`config.mk`:
```
export PLATFORM = sky130hd
export DESIGN_NAME = dma_channel
export DESIGN_NICKNAME = d
export VERILOG_FILES = /design/src/rtl/dma_pkg.sv /design/src/rtl/dma_csr.sv /design/src/rtl/dma_track.sv /design/src/rtl/dma_seq.sv /design/src/rtl/dma_channel.sv
export SDC_FILE = /design/constraint.sdc
export NUM_CORES = 1
export LEC_CHECK = 0
export BUFFER_PORTS_ARGS = -buffer_cell sky130_fd_sc_hd__buf_2
export CAP_MARGIN = 25
export CORE_ASPECT_RATIO = 1.4
export CORE_UTILIZATION = 40
export DETAILED_ROUTE_END_ITERATION = 12
export PLACE_DENSITY = 0.77
export SLEW_MARGIN = 20
export SYNTH_ARGS = -nofsm -noshare
export SYNTH_HDL_FRONTEND = slang
export SYNTH_SLANG_ARGS = --single-unit
export TNS_END_PERCENT = 5
```
`constraint.sdc`:
```
create_clock -name clk_i -period 3.3 [get_ports clk_i]
set_input_delay 0.165 -clock clk_i [delete_from_list [all_inputs] [get_ports clk_i]]
set_output_delay 0.165 -clock clk_i [all_outputs]
set_load 0.01 [all_outputs]
```
`src/rtl/dma_pkg.sv`:
```
package dma_pkg;
  typedef enum logic [1:0] {
    SEL_CTRL  = 2'd0,
    SEL_ADDR  = 2'd1,
    SEL_COUNT = 2'd2
  } reg_sel_e;

  localparam int unsigned BIT_IRQ   = 31;
  localparam int unsigned BIT_DONE  = 30;
  localparam int unsigned BIT_BUSY  = 29;
  localparam int unsigned BIT_BURST = 2;
  localparam int unsigned BIT_IE    = 1;
  localparam int unsigned BIT_DIR   = 0;

  typedef struct packed {
    logic burst;
    logic ie;
    logic dir;
  } cfg_t;
endpackage

```
`src/rtl/dma_csr.sv`:
```
module dma_csr
  import dma_pkg::*;
#(
  parameter int unsigned DW = 32
) (
  input  logic          clk_i,
  input  logic          rst_ni,
  input  logic          ctrl_wr_i,
  input  logic          status_rd_i,
  input  logic [DW-1:0] wdata_i,
  input  logic          busy_i,
  input  logic          fin_i,
  input  logic          cnt_nz_i,
  output logic          start_o,
  output cfg_t          cfg_o,
  output logic          done_o,
  output logic          irq_o
);
  logic cfg_we;

  assign cfg_we  = ctrl_wr_i && !busy_i;
  assign start_o = cfg_we && cnt_nz_i;

  always_ff @(posedge clk_i or negedge rst_ni) begin
    if (!rst_ni) begin
      cfg_o  <= '0;
      done_o <= 1'b0;
      irq_o  <= 1'b0;
    end else begin
      if (cfg_we) begin
        cfg_o.burst <= wdata_i[BIT_BURST];
        cfg_o.ie    <= wdata_i[BIT_IE];
        cfg_o.dir   <= wdata_i[BIT_DIR];
      end
      if (start_o)    done_o <= 1'b0;
      else if (fin_i) done_o <= 1'b1;
      // completion wins over a same-cycle status read
      if (fin_i && cfg_o.ie)             irq_o <= 1'b1;
      else if (start_o || status_rd_i)   irq_o <= 1'b0;
    end
  end
endmodule

```
`src/rtl/dma_track.sv`:
```
module dma_track #(
  parameter int unsigned DW = 32,
  parameter int unsigned AW = 16,
  parameter int unsigned CW = 16
) (
  input  logic          clk_i,
  input  logic          rst_ni,
  input  logic          addr_wr_i,
  input  logic          cnt_wr_i,
  input  logic [DW-1:0] wdata_i,
  input  logic          busy_i,
  input  logic          step_i,
  output logic [AW-1:0] addr_o,
  output logic [CW-1:0] count_o,
  output logic          last_o,
  output logic          cnt_nz_o
);
  localparam logic [CW-1:0] CNT_ONE = CW'(1);

  assign last_o   = (count_o == CNT_ONE);
  assign cnt_nz_o = (count_o != '0);

  always_ff @(posedge clk_i or negedge rst_ni) begin
    if (!rst_ni) begin
      addr_o  <= '0;
      count_o <= '0;
    end else if (busy_i) begin
      if (step_i) begin
        addr_o  <= addr_o + AW'(1);
        count_o <= count_o - CNT_ONE;
      end
    end else begin
      if (addr_wr_i) addr_o  <= wdata_i[AW-1:0];
      if (cnt_wr_i)  count_o <= wdata_i[CW-1:0];
    end
  end
endmodule

```
`src/rtl/dma_seq.sv`:
```
module dma_seq (
  input  logic clk_i,
  input  logic rst_ni,
  input  logic start_i,
  input  logic burst_i,
  input  logic dir_i,
  input  logic dev_avail_i,
  input  logic dev_space_i,
  input  logic gnt_i,
  input  logic last_i,
  output logic busy_o,
  output logic req_o,
  output logic step_o,
  output logic fin_o
);
  logic gap_q;
  logic dev_ok;

  assign dev_ok = dir_i ? dev_space_i : dev_avail_i;
  assign req_o  = busy_o && !gap_q && dev_ok;
  assign step_o = req_o && gnt_i;
  assign fin_o  = step_o && last_i;

  always_ff @(posedge clk_i or negedge rst_ni) begin
    if (!rst_ni) begin
      busy_o <= 1'b0;
      gap_q  <= 1'b0;
    end else begin
      if (start_i)    busy_o <= 1'b1;
      else if (fin_o) busy_o <= 1'b0;
      // steal mode: give the bus away for one cycle after each word
      gap_q <= step_o && !burst_i && !last_i;
    end
  end
endmodule

```
`src/rtl/dma_channel.sv`:
```
module dma_channel
  import dma_pkg::*;
#(
  parameter int unsigned DW = 32,
  parameter int unsigned AW = 16,
  parameter int unsigned CW = 16
) (
  input  logic          clk_i,
  input  logic          rst_ni,
  input  logic [1:0]    reg_sel_i,
  input  logic          reg_wr_i,
  input  logic          reg_rd_i,
  input  logic [DW-1:0] reg_wdata_i,
  output logic [DW-1:0] reg_rdata_o,
  output logic          mem_req_o,
  input  logic          mem_gnt_i,
  output logic          mem_we_o,
  output logic [AW-1:0] mem_addr_o,
  output logic [DW-1:0] mem_wdata_o,
  input  logic [DW-1:0] mem_rdata_i,
  input  logic          dev_avail_i,
  input  logic [DW-1:0] dev_data_i,
  output logic          dev_pop_o,
  input  logic          dev_space_i,
  output logic          dev_push_o,
  output logic [DW-1:0] dev_wdata_o,
  output logic          irq_o
);
  logic          ctrl_wr, addr_wr, cnt_wr, status_rd;
  logic          busy, step, fin, last, cnt_nz, start, done;
  cfg_t          cfg;
  logic [AW-1:0] addr;
  logic [CW-1:0] count;

  assign ctrl_wr   = reg_wr_i && (reg_sel_i == SEL_CTRL);
  assign addr_wr   = reg_wr_i && (reg_sel_i == SEL_ADDR);
  assign cnt_wr    = reg_wr_i && (reg_sel_i == SEL_COUNT);
  assign status_rd = reg_rd_i && (reg_sel_i == SEL_CTRL);

  dma_csr #(.DW(DW)) csr_i (
    .clk_i, .rst_ni,
    .ctrl_wr_i(ctrl_wr), .status_rd_i(status_rd), .wdata_i(reg_wdata_i),
    .busy_i(busy), .fin_i(fin), .cnt_nz_i(cnt_nz),
    .start_o(start), .cfg_o(cfg), .done_o(done), .irq_o(irq_o)
  );

  dma_track #(.DW(DW), .AW(AW), .CW(CW)) track_i (
    .clk_i, .rst_ni,
    .addr_wr_i(addr_wr), .cnt_wr_i(cnt_wr), .wdata_i(reg_wdata_i),
    .busy_i(busy), .step_i(step),
    .addr_o(addr), .count_o(count), .last_o(last), .cnt_nz_o(cnt_nz)
  );

  dma_seq seq_i (
    .clk_i, .rst_ni,
    .start_i(start), .burst_i(cfg.burst), .dir_i(cfg.dir),
    .dev_avail_i, .dev_space_i, .gnt_i(mem_gnt_i), .last_i(last),
    .busy_o(busy), .req_o(mem_req_o), .step_o(step), .fin_o(fin)
  );

  assign mem_we_o    = mem_req_o && !cfg.dir;
  assign mem_addr_o  = addr;
  assign mem_wdata_o = dev_data_i;
  assign dev_pop_o   = step && !cfg.dir;
  assign dev_push_o  = step && cfg.dir;
  assign dev_wdata_o = mem_rdata_i;

  always_comb begin
    reg_rdata_o = '0;
    unique case (reg_sel_i)
      SEL_CTRL: begin
        reg_rdata_o[BIT_IRQ]   = irq_o;
        reg_rdata_o[BIT_DONE]  = done;
        reg_rdata_o[BIT_BUSY]  = busy;
        reg_rdata_o[BIT_BURST] = cfg.burst;
        reg_rdata_o[BIT_IE]    = cfg.ie;
        reg_rdata_o[BIT_DIR]   = cfg.dir;
      end
      SEL_ADDR:  reg_rdata_o = DW'(addr);
      SEL_COUNT: reg_rdata_o = DW'(count);
      default:   reg_rdata_o = '0;
    endcase
  end
endmodule

```
==> results of run 1 <==
-- per-stage QoR --
stage | hold WS (ns) | instance area, um^2
floorplan | -0.1306 | 3425
global placement | 0.3301 | 3209
detailed placement | 0.3301 | 3209
CTS | 0.04918 | 3338
global route | 0.08502 | 3353
finish | 0.01672 | 3353
-- power groups by stage --
stage          clock [W]  sequential, W  combinational (W)
2_1_floorplan          0       0.000662           0.000405
3_3_place_gp           0       0.000701           0.000416
3_5_place_dp           0       0.000706           0.000429
4_1_cts         0.000462       0.000698           0.000432
5_1_grt         0.000480       0.000713           0.000481
6_report        0.000452       0.000700           0.000436
-- flip-flops by register name (all words and copies together) (netlist names) --
name	flops
csr_i.cfg_o	3
csr_i.done_o	1
csr_i.irq_o	1
seq_i.busy_o	1
seq_i.gap_q	1
track_i.addr_o	16
track_i.count_o	16
-- cells in the mapped netlist (all sizes together), types with 2 or more instances --
master	n
a22oi	16
a41oi	5
or4b	2
a31oi	3
or4	4
o22ai	3
inv	6
ha	7
or3	4
buf	88
nand3b	3
mux2	4
o211ai	3
o311ai	2
and4	2
nand2	14
nor3	12
mux2i	2
a2bb2oi	2
a22o	3
and3	6
o21a	2
and3b	3
o32ai	5
o21ai	10
a21o	2
o22a	9
a222oi	3
nor2	30
nand4	8
o31ai	2
dfrtp	39
and2	5
a21oi	19
nand3	17
a311oi	2
nor4	5
clkbuf	12
nor2b	15
-- worst max-delay path, stage by stage, from the launching register on --
cell      delay (ns)
dfrtp_1         0.37
buf_4           0.47
clkinv_1        0.17
nor4_1          0.35
and2_1          0.17
buf_2           0.12
-- final cells by class --
type	count	area (um^2)
inverter	7	26.28
multi-input combinational	259	1729
sequential	39	975.9
clock buffer	6	128.9
tap	102	127.6
timing repair buffer	69	365.4
fill	836	4845
-- cell families (layout without fill, tap and decap cells) --
logic type	count (synthesis)	in the layout	share of synthesized area, %
simple gates	134	134	23.14
buf+inv	107	82	21.29
compound gates	99	99	21.96
flops	39	39	28.88
fa+ha+maj	7	7	2.592
mux	6	6	2.036
other cells	1	13	0.1110
-- layer usage --
metal	global-route usage (%)	vias to the layer above	wire (um)
met5	0	-	0
met4	18.42	0	613
met3	4.280	62	702
met2	35.44	180	4845
met1	22.38	1411	3346
li1	-	1347	-
-- worst paths after layout --
check	from	end	slack, ns	depth (start not counted)
max in group asynchronous	rst_ni	track_i.addr_o[4]$_DFFE_PN0P_	2.70	1
hold / removal	rst_ni	csr_i.irq_o$_DFFE_PN0P_	0.02	1
min in group clk_i	reg_wdata_i[1]	csr_i.cfg_o[1]$_DFFE_PN0P_	0.13	2
setup reg to reg	seq_i.busy_o$_DFFE_PN0P_	track_i.count_o[12]$_DFFE_PN0P_	1.21	5
hold reg to reg	csr_i.cfg_o[2]$_DFFE_PN0P_	seq_i.gap_q$_DFF_PN0_	0.46	1
setup / recovery	seq_i.busy_o$_DFFE_PN0P_	dev_pop_o	1.20	5
==> summary.md, run 1 <==
| Metric | Value |
|---|---|
| Clock transition at path regs | `0.05 ns` |
| Placed cell count | `about 480` |
| Total global routing overflow | `0` |
| Fin crit share | `approximately 64%` |
| PnR worst setup slack | `between 1 and 1.5 ns` |
| CTS tree | `done` |
| Fin nets | `between 400 and 500` |
| Vias | `3000` |
| Minimum clock period | `2.105 ns` |
| Setup bufs post-CTS | `0` |
| Setup Skew | `0.003804 ns` |
| Power per cell area | `473.7 nW/um^2` |
| Area grow syn2layout | `-0.7774%` |
| Post-synth EDFFs | `0` |
| Max Freq | `~480 MHz` |
| Setup TNS | `0 ns` |
| Commonest cells after routing, fill and taps aside | `64 x buf_2, 39 x dfrtp_1, 30 x nor2_1` |
| Synth area leaders | `dfrtp_1 29%, buf_4 18%, a22oi_1 3.6%` |
| Leakage power | `1.423 nW` |
| Ports | `222` |
| GPL Wtd Cong | `0.8605` |
| Setup violations, final | `0` |
| Sequential fraction of design power | `roughly 44%` |
| Layout cells sized above 1 | `between 20% and 30%` |
| Synth Cell Area | `about 3400 um^2` |
| DRT iter0 DRCs | `about 310` |
| Clock share of power | `28.5%` |
| Switching Share | `between 30 and 40%` |
| Max Fanout on Critical Path | `54` |
| Drt total wl | `9508 um` |
| Status | `finished clean` |
| Worst-Skew Late Latency | `around 0.28 ns` |
| DR vias/cell | `~6.2` |
| Cell taking the most area after synthesis | `dfrtp_1` |
| Total CTS buffers | `5` |
| RSZ-0062 raised after global routing | `false` |
| Number of synthesized register bits | `39` |
| Max-slew violation count | `0` |
| Max VDD drop | `roughly 0.23 mV` |
| Post-CTS resize count | `0` |
| I/O Buffers | `64` |
| Psw | `0.0005749 W` |
| Die Ht | `roughly 110 um` |
| Die W | `79.69 um` |
| Std cell rows | `39` |
| Crit Path Category | `flop to output pin` |
| CTS Sinks | `39` |
| Hold crit path type | `input port to asynchronous set/reset pin` |
| Starting Density | `41.22%` |
| Async S/R FF share, synth | `100.0%` |
| Leading cell type in the layout, fill and taps excluded | `buf_2` |
| Pre-antenna DRT Iters | `6` |
| DR WL/cell | `19.73 um` |
| Max_cap viols | `0` |
| Clock root cell | `clkbuf_16` |
| Synth Flop Type | `dfrtp_1` |
| Initial antenna violation count | `0` |
| DP HPWL | `6829 um` |
| Tot GR Track Use | `21.37%` |
| First-pass GRT wire length | `14370 um` |
| Avg Inst Size Synth | `approximately 8.6 um^2` |
| H-tree depth | `2` |
| Power Total | `approximately 0.0016 W` |
| Final Hold Vio Count | `0` |
| Antenna Cells | `0` |
| Fin util | `40.90%` |
| Gate power share | `a little over a quarter` |
| Tightest Pin Transition | `about 0.92 ns` |
| Max clock buf depth | `2` |
| Pint | `between 0.001 and 0.0015 W` |
| Post-synth top area share | `~29%` |
| Post-DRT Antenna Nets | `0` |
| Req. time, crit path | `approximately 3.1 ns` |
| Slew headroom | `between 30% and 40%` |
| Die footprint | `8826 um^2` |
| Post-route insts no fill | `between 400 and 500` |
| Arrival time at the worst endpoint | `1.94 ns` |
| Vias in the first global route | `between 2000 and 3000` |
| CTS Hold Bufs | `0` |
| Ys Warns | `0` |
| Count of cell types in the netlist | `67` |
| CP startpoint kind | `flop` |
| Largest net degree at the start of global routing | `55` |
| Seq/Total Area, Yosys | `between 20% and 30%` |
| Post-route DRC | `0` |
| Synth Instances | `~390` |
| DP Worst Slack | `approximately 1 ns` |
| Core outline area | `around 8200 um^2` |
| Crit end category | `output pin` |
(Power assumes the default switching activity.)
==> inputs of run 2 (changes only) <==
- CORE_UTILIZATION: 40 -> 39
- PLACE_DENSITY: 0.77 -> 0.78
- clock period: 3.3 -> 1.9 ns (I/O delays scaled with it)
==> run 2 against run 1 <==
Effect of this change:
- clock-buffer cell count is 1 higher
- via count grew 6.8%
- total power up 92%
- critical endpoint is now track_i.count_o[12]$_DFFE_PN0P_
- setup slack got worse by 1.1 ns
- highest routed layer unchanged
- clock power up 100%
- first-iteration DRC count fell by 5.7%
- sequential cell count did not move
==> summary.md, run 2 (synthesized netlist as in run 1, its figures left out) <==
| Metric | Value |
|---|---|
| Status | `finished clean (unchanged)` |
| Tightest Pin Transition | `0.5160 ns (was 0.9249 ns)` |
| H-tree depth | `2 (unchanged)` |
| Area grow syn2layout | `5.220% (was -0.7774%)` |
| WHS Path Cells | `2` |
| Slowest-stage cell, CP | `nor4b_4 (was buf_4)` |
| Pre-antenna DRT Iters | `7 (was 6)` |
| CTS tree | `done (unchanged)` |
| Clock share of power | `29.9% (was 28.5%)` |
| Max_cap viols | `0 (unchanged)` |
| DR vias/cell | `6.357 (was 6.224)` |
| CP max stage delay | `0.39 ns (was 0.47 ns)` |
| Seq. cell area | `975.9 um^2 (unchanged)` |
| Max Freq | `approximately 550 MHz` |
| Max Fanout on Critical Path | `5 (was 54)` |
| Starting Density | `40.74% (was 41.22%)` |
| Setup violations, final | `0 (unchanged)` |
| Max-slew violation count | `0 (unchanged)` |
| Layout cells sized above 1 | `29.35% (was 24.21%)` |
| Fin nets | `513 (was 493)` |
| FILL cells | `841 (was 836)` |
| Die W | `80.68 um (was 79.69 um)` |
| Post-DRT Antenna Nets | `0 (unchanged)` |
| Pint | `0.001942 W (was 0.001013 W)` |
| Top flop regs | `track_i.addr_o x16, track_i.count_o x16, csr_i.cfg_o x3 (unchanged)` |
| Post-route DRC | `0 (unchanged)` |
| Req. time, crit path | `2.07 ns (was 3.13 ns)` |
| Drt total wl | `10250 um (was 9508 um)` |
| CTS Sinks | `39 (unchanged)` |
| Psw | `0.001111 W (was 0.0005749 W)` |
| Worst-Skew Late Latency | `0.29 ns (was 0.28 ns)` |
| DRT iter0 DRCs | `296 (was 314)` |
| Min-Delay Endpoint | `csr_i.cfg_o[1]$_DFFE_PN0P_` |
| DR WL/cell | `20.33 um (was 19.73 um)` |
| Clock root cell | `clkbuf_16 (unchanged)` |
| Sequential fraction of design power | `38.9% (was 44.1%)` |
| GPL Wtd Cong | `0.8993 (was 0.8605)` |
| Std cell rows | `39 (unchanged)` |
| Die Ht | `112.1 um (was 110.8 um)` |
| Commonest cells after routing, fill and taps aside | `64 x buf_2, 39 x dfrtp_1, 30 x nor2_1 (unchanged)` |
| Hold Crit Start | `reg_wdata_i[1]` |
| Ports | `222 (unchanged)` |
| Post-route insts no fill | `504 (was 482)` |
| Vias in the first global route | `3116 (was 2845)` |
| Max clock buf depth | `2 (unchanged)` |
| Initial antenna violation count | `0 (unchanged)` |
| Core outline area | `8295 um^2 (was 8198 um^2)` |
| Vias | `3204 (was 3000)` |
| I/O Buffers | `64 (unchanged)` |
| Slew headroom | `64.62% (was 38.34%)` |
| Tot GR Track Use | `22.95% (was 21.37%)` |
| RR Endpoint | `track_i.count_o[12]$_DFFE_PN0P_ (unchanged)` |
| RSZ-0062 raised after global routing | `true (was false)` |
| Minimum clock period | `roughly 1.8 ns` |
| FF-to-FF Start | `track_i.count_o[1]$_DFFE_PN0P_ (was seq_i.busy_o$_DFFE_PN0P_)` |
| Power per cell area | `858.7 nW/um^2 (was 473.7 nW/um^2)` |
| Total global routing overflow | `0 (unchanged)` |
| Clock transition at path regs | `0.06 ns (was 0.05 ns)` |
| Area taken by multi-input logic gates | `1752 um^2 (was 1729 um^2)` |
| Setup Skew | `0.003611 ns (was 0.003804 ns)` |
| Power Total | `0.003054 W (was 0.001588 W)` |
| Fin crit share | `96.37%` |
| Fin util | `42.87% (was 40.90%)` |
| Crit end category | `flop (was output pin)` |
| Crit Path Category | `flop to flop (was flop to output pin)` |
| Worst R2R Path Depth | `6 (was 5)` |
| Gate power share | `31.2% (was 27.4%)` |
| Hold crit path type | `input port to flop (was input port to asynchronous set/reset pin)` |
| CP startpoint kind | `flop (unchanged)` |
| Die footprint | `9047 um^2 (was 8826 um^2)` |
| Antenna Cells | `0 (unchanged)` |
| Arrival time at the worst endpoint | `2.00 ns (was 1.94 ns)` |
| Placed cell count | `495 (was 475)` |
| Reg2Reg Setup Slack | `0.07 ns (was 1.21 ns)` |
| Leading cell type in the layout, fill and taps excluded | `buf_2 (unchanged)` |
| Total CTS buffers | `5 (unchanged)` |
| Largest net degree at the start of global routing | `40 (was 55)` |
| Leakage power | `1.536 nW (was 1.423 nW)` |
| Crit-path cells | `inv_1, ha_1, nor4b_4, nand3_1, and3_1, a211o_1 (was buf_4, clkinv_1, nor4_1, and2_1, buf_2)` |
| Max VDD drop | `0.4200 mV (was 0.2272 mV)` |
| Switching Share | `36.39% (was 36.20%)` |
| DP HPWL | `7597 um (was 6829 um)` |
| First-pass GRT wire length | `15770 um (was 14370 um)` |
| Final Hold Vio Count | `0 (unchanged)` |
-- run 2: what timing repair did --
action                                  4_1_cts  5_1_grt
hold endpoints to repair                     39        0
setup buffers                                 0        0
pin swaps                                     0        0
gates resized for setup                       1        5
endpoints found under the setup margin        1        8
hold buffers                                  1        0
-- run 2: worst max path at each step --
stage	from	end	slack, ns	depth (start not counted)
2_1_floorplan	track_i.addr_o[0]$_DFFE_PN0P_	track_i.addr_o[14]$_DFFE_PN0P_	0.22	5
3_3_place_gp	track_i.count_o[1]$_DFFE_PN0P_	track_i.count_o[12]$_DFFE_PN0P_	0.09	6
3_5_place_dp	track_i.count_o[1]$_DFFE_PN0P_	track_i.count_o[12]$_DFFE_PN0P_	0.05	6
4_1_cts	track_i.count_o[1]$_DFFE_PN0P_	track_i.count_o[12]$_DFFE_PN0P_	0.03	6
5_1_grt	track_i.count_o[1]$_DFFE_PN0P_	track_i.count_o[12]$_DFFE_PN0P_	-0.02	6
6_report	track_i.count_o[1]$_DFFE_PN0P_	track_i.count_o[12]$_DFFE_PN0P_	0.07	6
-- run 2: per-stage QoR --
stage | hold slack [ns] | area [um^2] | TNS [ns] | worst slack, ns
6_report | 0.06205 | 3556 | 0 | 0.06892
5_1_grt | 0.07587 | 3556 | -0.01928 | -0.01548
4_1_cts | 0.06475 | 3536 | 0 | 0.02740
3_5_place_dp | 0.1901 | 3359 | 0 | 0.04518
3_3_place_gp | 0.1896 | 3359 | 0 | 0.08741
2_1_floorplan | -0.2006 | 3425 | 0 | 0.2173
-- run 2: power by group through the flow --
stage          Sequential, W  Combinational (W)  Clock [W]
2_1_floorplan        0.00115           0.000704          0
3_3_place_gp         0.00118           0.000882          0
3_5_place_dp         0.00118           0.000913          0
4_1_cts              0.00117           0.000920   0.000910
5_1_grt              0.00120            0.00104   0.000958
6_report             0.00119           0.000953   0.000913
-- run 2: area by class of cell --
type                            instances  share of cell area, %
Timing Repair Buffer                   89                  14.46
Sequential cell                        39                  27.45
Inverter                                7                 0.7389
Multi-Input combinational cell        259                  49.26
Clock buffer                            7                  4.293
Tap cell                              102                  3.589
Clock inverter                          1                 0.2111
-- run 2: metal layers --
| metal | vias up | global-route usage [%] | routed length, um |
|---|---|---|---|
| li1 | 1384 | - | - |
| met1 | 1525 | 25.01 | 3524 |
| met2 | 210 | 37.68 | 5048 |
| met3 | 85 | 3.496 | 822 |
| met4 | 0 | 20.24 | 849 |
| met5 | - | 0 | 0 |
-- run 2: worst max-delay path, delay by kind of cell, from the launching register on --
family	cells	cell delay, ns
AO/OA/AOI/OAI	1	0.25
adder cells (fa/ha/maj)	1	0.26
buffers and inverters	1	0.09
flip-flops	1	0.37
AND/OR/NAND/NOR	3	0.74
==> inputs of run 3 (changes only) <==
- CELL_PAD_IN_SITES_DETAIL_PLACEMENT: unset -> 0
- CELL_PAD_IN_SITES_GLOBAL_PLACEMENT: unset -> 1
- CORE_UTILIZATION: 39 -> 27
- CTS_BUF_LIST: unset -> sky130_fd_sc_hd__clkbuf_8 sky130_fd_sc_hd__clkbuf_16
- PLACE_DENSITY: 0.78 -> unset
- PLACE_DENSITY_LB_ADDON: unset -> 0.1
==> run 3 against run 2 <==
Effect of this change:
- non-clock buffer count rose by 14
- utilization fell by 12 points
- clock-buffer cell count fell by 2
- critical path depth did not move
- die area rose by 43%
- largest cell class unchanged
==> summary.md, run 3 (synthesized netlist as in run 1, its figures left out) <==
| Metric | Value |
|---|---|
| Status | `finished clean (unchanged)` |
| CP startpoint kind | `flop (unchanged)` |
| DP HPWL | `8755 um (was 7597 um)` |
| Gate power share | `36.5% (was 31.2%)` |
| Drt total wl | `11430 um (was 10250 um)` |
| Largest net degree at the start of global routing | `23 (was 40)` |
| Std cell rows | `48 (was 39)` |
| DR WL/cell | `20.20 um (was 20.33 um)` |
| Max clock buf depth | `2 (unchanged)` |
| Fin crit share | `92.83% (was 96.37%)` |
| First-pass GRT wire length | `17730 um (was 15770 um)` |
| Worst path top cell family by delay | `compound AO/OA/AOI/OAI gates (was simple AND/OR/NAND/NOR gates)` |
| CTS Sinks | `39 (unchanged)` |
| Post-route design area | `3726 um^2 (was 3556 um^2)` |
| Seq. cell area | `977.2 um^2 (was 975.9 um^2)` |
| I/O Buffers | `64 (unchanged)` |
| DRT iter0 DRCs | `112 (was 296)` |
| FILL cells | `1389 (was 841)` |
| CTS tree | `done (unchanged)` |
| Total CTS buffers | `5 (unchanged)` |
| Post-DRT Antenna Nets | `0 (unchanged)` |
| Post-route DRC | `0 (unchanged)` |
| Pre-antenna DRT Iters | `4 (was 7)` |
| Top flop regs | `track_i.addr_o x16, track_i.count_o x16, csr_i.cfg_o x3 (unchanged)` |
| Sequential fraction of design power | `36.3% (was 38.9%)` |
| Slowest-stage cell, CP | `dfrtp_2 (was nor4b_4)` |
| Fin nets | `527 (was 513)` |
| DP Area | `3537 um^2 (was 3359 um^2)` |
| Hold Crit Start | `reg_wdata_i[1] (unchanged)` |
| Setup Skew | `0.007863 ns (was 0.003611 ns)` |
| Total global routing overflow | `0 (unchanged)` |
| Arrival time at the worst endpoint | `1.99 ns (was 2.00 ns)` |
| Psw | `0.001146 W (was 0.001111 W)` |
| Clock root cell | `clkbuf_16 (unchanged)` |
| Antenna Cells | `0 (unchanged)` |
| WP buf/inv | `2 (was 1)` |
| Crit-path cells | `buf_4, buf_4, nand3b_1, o21ai_4, o21a_1, o22a_1 (was inv_1, ha_1, nor4b_4, nand3_1, and3_1, a211o_1)` |
| Area taken by multi-input logic gates | `1768 um^2 (was 1752 um^2)` |
| Setup violations, final | `0 (unchanged)` |
| Min Hold Slack | `0.05628 ns (was 0.06205 ns)` |
| Leakage power | `1.617 nW (was 1.536 nW)` |
| Switching Share | `36.87% (was 36.39%)` |
| Commonest cells after routing, fill and taps aside | `64 x buf_2, 38 x dfrtp_1, 37 x buf_4 (was 64 x buf_2, 39 x dfrtp_1, 30 x nor2_1)` |
| Hold crit path type | `input port to flop (unchanged)` |
| Tightest Pin Transition | `0.5156 ns (was 0.5160 ns)` |
| CP max stage delay | `0.43 ns (was 0.39 ns)` |
| Crit Path Category | `flop to flop (unchanged)` |
| Die Ht | `134.4 um (was 112.1 um)` |
| DR vias/cell | `5.277 (was 6.357)` |
| Leading cell type in the layout, fill and taps excluded | `buf_2 (unchanged)` |
| Area grow syn2layout | `10.26% (was 5.220%)` |
| Clock share of power | `27.2% (was 29.9%)` |
| Slew headroom | `65.63% (was 64.62%)` |
| FF-to-FF Start | `seq_i.busy_o$_DFFE_PN0P_ (was track_i.count_o[1]$_DFFE_PN0P_)` |
| Initial antenna violation count | `0 (unchanged)` |
| Max_cap viols | `0 (unchanged)` |
| Tot GR Track Use | `18.39% (was 22.95%)` |
| Vias | `2987 (was 3204)` |
| Power per cell area | `834.0 nW/um^2 (was 858.7 nW/um^2)` |
| Clock transition at path regs | `0.07 ns (was 0.06 ns)` |
| Crit end category | `flop (unchanged)` |
| Worst-Skew Late Latency | `0.29 ns (about the same)` |
| Req. time, crit path | `2.13 ns (was 2.07 ns)` |
| Vias in the first global route | `3144 (was 3116)` |
| Starting Density | `27.58% (was 40.74%)` |
| Max-slew violation count | `0 (unchanged)` |
| Final Hold Vio Count | `0 (unchanged)` |
| Max VDD drop | `0.3875 mV (was 0.4200 mV)` |
| Fin util | `30.41% (was 42.87%)` |
| Max Freq | `567.0 MHz (was 546.1 MHz)` |
| Ports | `222 (unchanged)` |
| Die W | `96.56 um (was 80.68 um)` |
| Die footprint | `12970 um^2 (was 9047 um^2)` |
| Layout cells sized above 1 | `31.73% (was 29.35%)` |
| H-tree depth | `2 (unchanged)` |
| Max Fanout on Critical Path | `14 (was 5)` |
| Pint | `0.001962 W (was 0.001942 W)` |
| Core outline area | `12250 um^2 (was 8295 um^2)` |
| Worst setup path startpoint | `seq_i.busy_o$_DFFE_PN0P_ (was track_i.count_o[1]$_DFFE_PN0P_)` |
| Minimum clock period | `1.764 ns (was 1.831 ns)` |
| Crit-path most repeated cell | `buf_4` |
| GPL Wtd Cong | `0.7921 (was 0.8993)` |
## run 3: cell type report
type,instances,area share [%]
tap,150,5.037
multi-input combinational,259,47.45
clock inverter,3,0.3358
sequential,39,26.23
clock buffer,5,3.358
timing repair buffer,103,16.86
inverter,7,0.7388
## run 3: power groups by stage
stage	clock network (W)	logic, W	registers (W)
final	0.000847	0.00113	0.00113
after global routing	0.000889	0.00127	0.00115
after CTS	0.000879	0.00112	0.00112
after detailed placement	0	0.00111	0.00113
after global placement	0	0.00110	0.00113
after floorplan	0	0.000704	0.00115
## run 3: final timing paths
check / cells after the start / endpoint / slack, ns
max: 6 / track_i.count_o[8]$_DFFE_PN0P_ / 0.14
min: 2 / csr_i.cfg_o[1]$_DFFE_PN0P_ / 0.06
max reg2reg: 6 / track_i.count_o[8]$_DFFE_PN0P_ / 0.14
min reg2reg: 1 / seq_i.gap_q$_DFF_PN0_ / 0.48
max in group asynchronous: 3 / seq_i.busy_o$_DFFE_PN0P_ / 1.03
min in group asynchronous: 2 / track_i.addr_o[11]$_DFFE_PN0P_ / 0.26
## run 3: metal layers
| metal | vias to the layer above | track usage, % | wire [um] |
|---|---|---|---|
| met1 | 1461 | 21.67 | 4593 |
| met2 | 83 | 32.94 | 6040 |
| li1 | 1407 | - | - |
| met4 | 0 | 7.271 | 315 |
| met3 | 36 | 2.211 | 483 |
| met5 | - | 0 | 0 |
## run 3: per-stage QoR
stage / power, W / std cells / setup TNS (ns) / setup slack, ns
after floorplan: 0.001854 / 405 / 0 / 0.2173
after global placement: 0.002227 / 557 / 0 / 0.05251
after detailed placement: 0.002245 / 557 / 0 / 0.03204
after CTS: 0.003114 / 566 / 0 / 0.01180
after global routing: 0.003311 / 566 / -0.0007785 / -0.0007785
final: 0.003108 / 566 / 0 / 0.1362
## run 3: repair_timing
item / CTS / global route
buffers inserted: 0 / 0
endpoints found under the setup margin: 2 / 5
hold buffers: 1 / 0
gates resized for setup: 1 / 8
hold endpoints to repair: 13 / 0
